[config.mk]
export PLATFORM = sky130hd
export DESIGN_NAME = set_index_gen
export DESIGN_NICKNAME = d
export VERILOG_FILES = /design/src/rtl/sidx_pkg.sv /design/src/rtl/sidx_linear.sv /design/src/rtl/sidx_polyhash.sv /design/src/rtl/sidx_decode.sv /design/src/rtl/set_index_gen.sv
export SDC_FILE = /design/constraint.sdc
export NUM_CORES = 1
export LEC_CHECK = 0
export BUFFER_PORTS_ARGS = -buffer_cell sky130_fd_sc_hd__buf_4
export CORE_MARGIN = 8
export CORE_UTILIZATION = 30
export CTS_CLUSTER_DIAMETER = 150
export DETAILED_ROUTE_END_ITERATION = 7
export PLACE_DENSITY = 0.57
export SLEW_MARGIN = 20
export SYNTH_ARGS = -nofsm -noshare
export SYNTH_HDL_FRONTEND = slang
export SYNTH_SLANG_ARGS = --single-unit
export TNS_END_PERCENT = 5
[constraint.sdc]
create_clock -name clk -period 0.94 [get_ports clk]
set_input_delay 0.141 -clock clk [delete_from_list [all_inputs] [get_ports clk]]
set_output_delay 0.141 -clock clk [all_outputs]
set_load 0.02 [all_outputs]
[src/rtl/sidx_pkg.sv]
package sidx_pkg;
  localparam int IDX_W       = 6;
  localparam int SETS_W      = 3;
  localparam int POL_W       = 3;
  localparam int SETS_LOG2_MAX = 6;
  localparam int HASH_MSB    = 26;

  typedef enum logic [POL_W-1:0] {
    POL_LINEAR   = 3'd0,
    POL_XORPERM  = 3'd1,
    POL_POLYHASH = 3'd2,
    POL_LEGACY   = 3'd3,
    POL_CUSTOM   = 3'd4
  } policy_e;
endpackage

[src/rtl/sidx_linear.sv]
module sidx_linear
  import sidx_pkg::*;
#(
  parameter int ADDR_W = 64,
  parameter int LINE_W = 6
) (
  input  logic [ADDR_W-1:0] addr,
  input  logic [LINE_W-1:0] line_log2,
  input  logic [SETS_W-1:0] sets_log2,
  output logic [IDX_W-1:0]  idx
);
  logic [ADDR_W-1:0] shifted;
  logic [IDX_W:0]    mask;

  always_comb begin
    shifted = addr >> line_log2;
    mask    = ((IDX_W+1)'(1) << sets_log2) - (IDX_W+1)'(1);
    idx     = shifted[IDX_W-1:0] & mask[IDX_W-1:0];
  end
endmodule

[src/rtl/sidx_polyhash.sv]
module sidx_polyhash
  import sidx_pkg::*;
#(
  parameter int ADDR_W = 64
) (
  input  logic [ADDR_W-1:0] addr,
  input  logic              wide,
  output logic [IDX_W-1:0]  idx
);
  localparam int TREES = 5;
  localparam int TAP_W = HASH_MSB + 1;
  localparam logic [TAP_W-1:0] TAPS [TREES] = '{
    TAP_W'((1<<7)|(1<<12)|(1<<15)|(1<<17)|(1<<18)|(1<<21)|(1<<22)|(1<<23)|(1<<24)|(1<<25)),
    TAP_W'((1<<8)|(1<<13)|(1<<16)|(1<<18)|(1<<19)|(1<<22)|(1<<23)|(1<<24)|(1<<25)|(1<<26)),
    TAP_W'((1<<9)|(1<<12)|(1<<14)|(1<<15)|(1<<18)|(1<<19)|(1<<20)|(1<<21)|(1<<22)|(1<<26)),
    TAP_W'((1<<10)|(1<<13)|(1<<15)|(1<<16)|(1<<19)|(1<<20)|(1<<21)|(1<<22)|(1<<23)),
    TAP_W'((1<<11)|(1<<14)|(1<<16)|(1<<17)|(1<<20)|(1<<21)|(1<<22)|(1<<23)|(1<<24))
  };

  logic [TAP_W-1:0] low_addr;
  assign low_addr = addr[TAP_W-1:0];

  for (genvar t = 0; t < TREES; t++) begin : g_tree
    assign idx[t] = ^(low_addr & TAPS[t]);
  end

  // top index bit passes address bit 12 straight through for 64-set caches
  assign idx[IDX_W-1] = wide & addr[12];
endmodule

[src/rtl/sidx_decode.sv]
module sidx_decode
  import sidx_pkg::*;
(
  input  logic [POL_W-1:0]  policy,
  input  logic [SETS_W-1:0] sets_log2,
  output logic              use_hash,
  output logic              wide,
  output logic              bad
);
  logic pol_known;
  logic sets_ok;
  logic hash_size_ok;

  always_comb begin
    pol_known    = (policy <= POL_W'(POL_CUSTOM));
    sets_ok      = (sets_log2 <= SETS_W'(SETS_LOG2_MAX));
    wide         = (sets_log2 == SETS_W'(6));
    hash_size_ok = (sets_log2 == SETS_W'(5)) || wide;
    use_hash     = (policy == POL_W'(POL_POLYHASH));
    bad          = !pol_known || !sets_ok || (use_hash && !hash_size_ok);
  end
endmodule

[src/rtl/set_index_gen.sv]
module set_index_gen
  import sidx_pkg::*;
#(
  parameter int ADDR_W = 64,
  parameter int LINE_W = 6
) (
  input  logic              clk,
  input  logic              rst_n,
  input  logic              req_valid_i,
  input  logic [ADDR_W-1:0] req_addr_i,
  input  logic [2:0]        req_policy_i,
  input  logic [2:0]        req_sets_log2_i,
  input  logic [LINE_W-1:0] req_line_log2_i,
  output logic [5:0]        idx_o,
  output logic              idx_valid_o,
  output logic              idx_err_o
);
  logic [IDX_W-1:0] lin_idx;
  logic [IDX_W-1:0] hash_idx;
  logic             use_hash;
  logic             wide;
  logic             bad;

  logic [IDX_W-1:0] idx_d,  idx_q;
  logic             vld_d,  vld_q;
  logic             err_d,  err_q;
  logic             idx_en;

  sidx_linear #(.ADDR_W(ADDR_W), .LINE_W(LINE_W)) u_lin (
    .addr      (req_addr_i),
    .line_log2 (req_line_log2_i),
    .sets_log2 (req_sets_log2_i),
    .idx       (lin_idx)
  );

  sidx_polyhash #(.ADDR_W(ADDR_W)) u_hash (
    .addr (req_addr_i),
    .wide (wide),
    .idx  (hash_idx)
  );

  sidx_decode u_dec (
    .policy    (req_policy_i),
    .sets_log2 (req_sets_log2_i),
    .use_hash  (use_hash),
    .wide      (wide),
    .bad       (bad)
  );

  always_comb begin
    idx_en = req_valid_i;
    vld_d  = req_valid_i;
    err_d  = req_valid_i && bad;
    if (bad)
      idx_d = '0;
    else if (use_hash)
      idx_d = hash_idx;
    else
      idx_d = lin_idx;
  end

  always_ff @(posedge clk or negedge rst_n) begin
    if (!rst_n) begin
      vld_q <= 1'b0;
      err_q <= 1'b0;
      idx_q <= '0;
    end else begin
      vld_q <= vld_d;
      err_q <= err_d;
      if (idx_en)
        idx_q <= idx_d;
    end
  end

  assign idx_o       = idx_q;
  assign idx_valid_o = vld_q;
  assign idx_err_o   = err_q;
endmodule

# ---- Word-level counts from Yosys, hierarchy flattened
# Cells that the tools add are included.
dict set report op_classes {
  shifts 2
  n_reduce_logical 13
  eq_ne 3
  muxes 2
  order_cmp 2
  div 0
  bitwise_logic 2
  add_sub_neg 1
  multipliers 0
}
# cell count
set ops {}
lappend ops {{$reduce_xor 27->1} 5}
lappend ops {{$shr 64x6->6} 1}
lappend ops {{$mux 6} 2}
lappend ops {{$and 6x6->6} 1}
lappend ops {{$eq 3x3->1 const B} 2}
lappend ops {{$le 3x3->1 const B} 2}
lappend ops {{$shl 1x3->6 const A} 1}
lappend ops {{$sub 6x2->6 const B} 1}
lappend ops {{$eq 3x2->1 const B} 1}
lappend ops {{$logic_not 1->1} 3}
lappend ops {{$logic_or 1x1->1} 3}
lappend ops {{$logic_and 1x1->1} 2}
lappend ops {{$and 1x1->1} 1}
dict set report totals {
  latchBits 0
  rom_bits 0
  mem_bits_rw 0
  mem_count 0
  register_bits 8
  in_bits 79
  elab_cells 28
  out_inout_bits 8
}

# ---- Logic depth before layout (Yosys ltp)
dict set report logic_depth {
  word_depth 6
  mapped_depth 11
}

# ---- By module
# A second synthesis with hierarchy kept.
dict set report unflattened {
  hier_cells 284
  area_unflattened_um2 3306.9
}
# mod cells_each seq_area_each_um2 instances area_per_inst_um2
set modules_own_cells {}
lappend modules_own_cells {sidx_linear 220 0.0 1 2597.5}
lappend modules_own_cells {set_index_gen 30 200.2 1 356.6}
lappend modules_own_cells {sidx_polyhash 26 0.0 1 310.3}
lappend modules_own_cells {sidx_decode 8 0.0 1 42.5}

# ---- Least setup slack after synthesis
# OpenSTA, ideal clock, no wires.
dict set report synth_path {
  path_kind {input port to flip-flop}
  start {in req_line_log2_i[2]}
  end {reg idx_q[4] (netlist: idx_o[4])}
  arrival_ps 1914
  t_required_ps 803
  path_slack_ps -1111
  path_stages 7
  setup_ps 137
  path_cell_list {buf_2 buf_2 mux4_2 mux4_2 a221o_1 a221oi_1 o2bb2ai_1}
}
dict set report synth_via {
  elab_chain_cells 4
}
# element line
set synth_lines {}
lappend synth_lines {{from (decl)} set_index_gen.sv:13} ;# input logic [LINE_W-1:0] req_line_log2_i,
lappend synth_lines {{$shr 64x6->6} sidx_linear.sv:16} ;# shifted = addr >> line_log2;
lappend synth_lines {{$and 6x6->6} sidx_linear.sv:18} ;# idx = shifted[IDX_W-1:0] & mask[IDX_W-1:0];
lappend synth_lines {{$mux 6} set_index_gen.sv:56} ;# else if (use_hash)
lappend synth_lines {{$mux 6} set_index_gen.sv:54} ;# if (bad)
lappend synth_lines {{to (signal assigned)} set_index_gen.sv:71} ;# idx_q <= idx_d;
lappend synth_lines {{to (decl)} set_index_gen.sv:24} ;# logic [IDX_W-1:0] idx_d, idx_q;
# Every way passes these cells.
# A chain may end at the register's enable or synchronous reset.

# ---- Worst setup path in the final report
dict set report layout_path {
  start {in req_line_log2_i[1]}
  end {reg idx_q[4] (netlist: idx_o[4])}
}
# Same word-level chain as after synthesis.

==> key figures <==
Status
  – Outcome: finished with violations
  – Failing checks: negative setup slack

Clock tree
  – CTS sink cnt: 8
  – Reg clk slew, reported paths: 0.04 ns
  – Clk buf depth: 2
  – Htree depth: 1
  – Clock buffer count from CTS: 3
  – Root Driver: clkbuf_16
  – CTS tree: done
  – Clock latency on the worst-skew pair: 0.23 ns

Placement
  – Port bufs: between 80 and 90
  – Post-placement cell area: 0.005152 sq mm
  – Worst slack at placement: -1.321 ns
  – Inst Count DP: 625
  – Hpwl dp: 11.33 mm
  – Routability cong.: 0.9680

STA
  – Slew Limit Fails: 0
  – Fmax: around 520 MHz
  – Final Critical Period: 1.908 ns
  – Min Hold Slack: 0.1714 ns
  – Final hold violation count: 0
  – RSZ-0062 raised after global routing: true
  – Final worst-path cycle share: 203.0%
  – Skew final: 0 ns
  – Final TNS setup: -5.345 ns
  – Worst-margin pin slew: 0.3741 ns
  – # setup viols final: 6
  – Worst setup margin: -0.9679 ns
  – Slew headroom: between 70 and 80%

Worst hold path
  – Hold wc startpoint: req_valid_i
  – Class of the worst hold path: input pin to flop
  – Hold EP: idx_valid_o$_DFF_PN0_
  – WHS Path Cells: 2

Power
  – Clk network pwr share: around 18%
  – P_sw: 1.450 mW
  – Power Density: 755.2 mW/mm^2
  – VDD IR-drop max: 0.0008318 V
  – Sequential power share: 10.0%
  – Pwr Total: 4.066 mW
  – Gate power share: 72.3%
  – Pleak: 2.256 nW
  – Sw Share: 35.67%
  – Pint: 2.616 mW

Yosys
  – Synth warn: 0
  – Largest area contributor in the netlist: mux4_2
  – Synth top area cells: mux4_2 (48%), mux2i_1 (9.0%), xnor2_1 (6.1%)
  – Post-synth cell types: 49
  – Top cell type's share of synthesized area: 48.33%
  – Mean post-synth cell area: 11.42 sq um
  – #FFs+latches synth: 8
  – Most frequent cells after synthesis: mux4_2 (74), mux2i_1 (31), xnor2_1 (24), clkbuf_1 (14)
  – Primary FF master, synth: dfrtp_1
  – Sequential-to-total area share from yosys stat: 5.806%
  – Post-synth EDFFs: 0
  – Syn nets: 381
  – Netlist Area Pre-Place: 0.003448 sq mm
  – Share of synthesized registers carrying an async set or reset: 100.0%
  – Syn Inst Count: slightly above 300
  – Count leader, synth: mux4_2

Detailed routing
  – Drc violations: 0
  – Routed Antenna Nets: 0
  – Iter 0 DRT Violations: ~280
  – Routed via count: 3780
  – Wirelength per Cell: between 20 and 25 um
  – Final WL: 13.56 mm
  – Drt pass-1 iters: 4
  – Vias per inst: 5.972

Setup path
  – Critical Path Start Type: input pin
  – Crit Path Class: input pin to flop
  – Crit path DAT: 2.02 ns
  – Crit end category: flop
  – CP Data Required Time: 1.06 ns
  – Max FO, Critical Path: 5
  – Reg2reg end: idx_o[1]$_DFFE_PN0P_
  – R2r setup slk: 0.15 ns
  – Reg2Reg Depth: 2
  – Reg-to-reg startpoint: idx_o[1]$_DFFE_PN0P_

Floorplan
  – Die height: 123.2 um
  – Die ar.: 0.01518 sq mm
  – Core area: 0.01132 sq mm
  – Starting density of the core: 30.46%
  – IO Count: 87
  – Core Rows: 39
  – Die Wd: 123.2 um

Global route
  – First-pass GRT wire length: 20.97 mm
  – Vias in the first global route: 3863
  – Pin count of the biggest net entering global routing: 19
  – Initial antenna violation count: 0
  – Overall routing resource usage: 17.33%
  – Gr ovfl total: 0

Layout
  – Inserted Diodes: 0
  – Final instance area: 0.005384 sq mm
  – Non-filler cells, final: 633
  – Synth-to-Final Area Change: 56.13%
  – Final Core Density: 47.56%
  – Nets: 571
  – Share of cells above drive strength 1: 62.65%

Job
  – MaxCap Viol Count: 0
[state kept, by name, summed over array words and instances, names as in the netlist]
signal,count
idx_err_o,1
idx_valid_o,1
idx_o,6
[worst max-delay path: stages]
cell and delay (ns):
buf_12 0.10, buf_12 0.11, mux4_2 0.48, mux4_2 0.50
a221o_1 0.34, a221oi_2 0.25, o2bb2ai_1 0.08
[placed cells by master (no fill, tap or decap), types with 5 or more instances in the layout]
| master | instances |
|---|---|
| xnor2_1 | 24 |
| xor2_1 | 6 |
| nor2b_1 | 8 |
| buf_6 | 5 |
| dfrtp_1 | 8 |
| a21oi_1 | 10 |
| nor2_1 | 12 |
| mux4_2 | 74 |
| buf_12 | 9 |
| nand2_1 | 8 |
| o21ai_0 | 9 |
| mux2i_1 | 31 |
| a211oi_1 | 5 |
| buf_4 | 201 |
| o221ai_1 | 7 |
[cell families after synthesis]
| kind of cell | count (synthesis) | synth area share, % |
|---|---|---|
| compound gates | 64 | 13.17 |
| xor+xnor | 30 | 7.620 |
| buf+inv | 39 | 5.987 |
| flops | 8 | 5.805 |
| mux | 111 | 59.69 |
| simple gates | 50 | 7.728 |
[power groups by stage]
stage | Clock (mW) | Sequential (mW) | Combinational [mW]
after floorplan | 0 | 0.451 | 1.53
after global placement | 0 | 0.409 | 2.79
after detailed placement | 0 | 0.409 | 2.84
after CTS | 0.731 | 0.406 | 2.90
after global routing | 0.746 | 0.411 | 3.12
final | 0.719 | 0.408 | 2.94
[final cells by class]
| cell class | instances | area, sq um |
|---|---|---|
| Fill cell | 1063 | 5937 |
| Tap cell | 143 | 178.9 |
| Multi-Input combinational cell | 255 | 3070 |
| Inverter | 5 | 18.77 |
| Clock buffer | 3 | 75.07 |
| Sequential cell | 8 | 200.2 |
| Timing Repair Buffer | 219 | 1841 |
[worst max path at each step]
stage                       startpoint                   end
floorplan           req_line_log2_i[1]  idx_o[4]$_DFFE_PN0P_
global placement    req_line_log2_i[1]  idx_o[4]$_DFFE_PN0P_
detailed placement  req_line_log2_i[1]  idx_o[4]$_DFFE_PN0P_
CTS                 req_line_log2_i[1]  idx_o[4]$_DFFE_PN0P_
global route        req_line_log2_i[1]  idx_o[0]$_DFFE_PN0P_
finish              req_line_log2_i[1]  idx_o[4]$_DFFE_PN0P_
[layer usage]
layer / part of all wire [%] / GRT usage, % / vias to the layer above
met5: 0 / 0 / -
met4: 1.7 / 3.988 / 0
met3: 7.0 / 1.826 / 18
met2: 49 / 28.96 / 162
met1: 42 / 23.63 / 1940
li1: - / - / 1660
[what timing repair did]
action,4_1_cts,5_1_grt
gates resized for setup,11,6
setup endpoints to repair,7,7
setup buffers,0,2
hold buffers,1,0
cloned,1,1
hold endpoints to repair,8,0
pin swaps,2,3
Note: power is estimated with default switching activity, not from simulation.
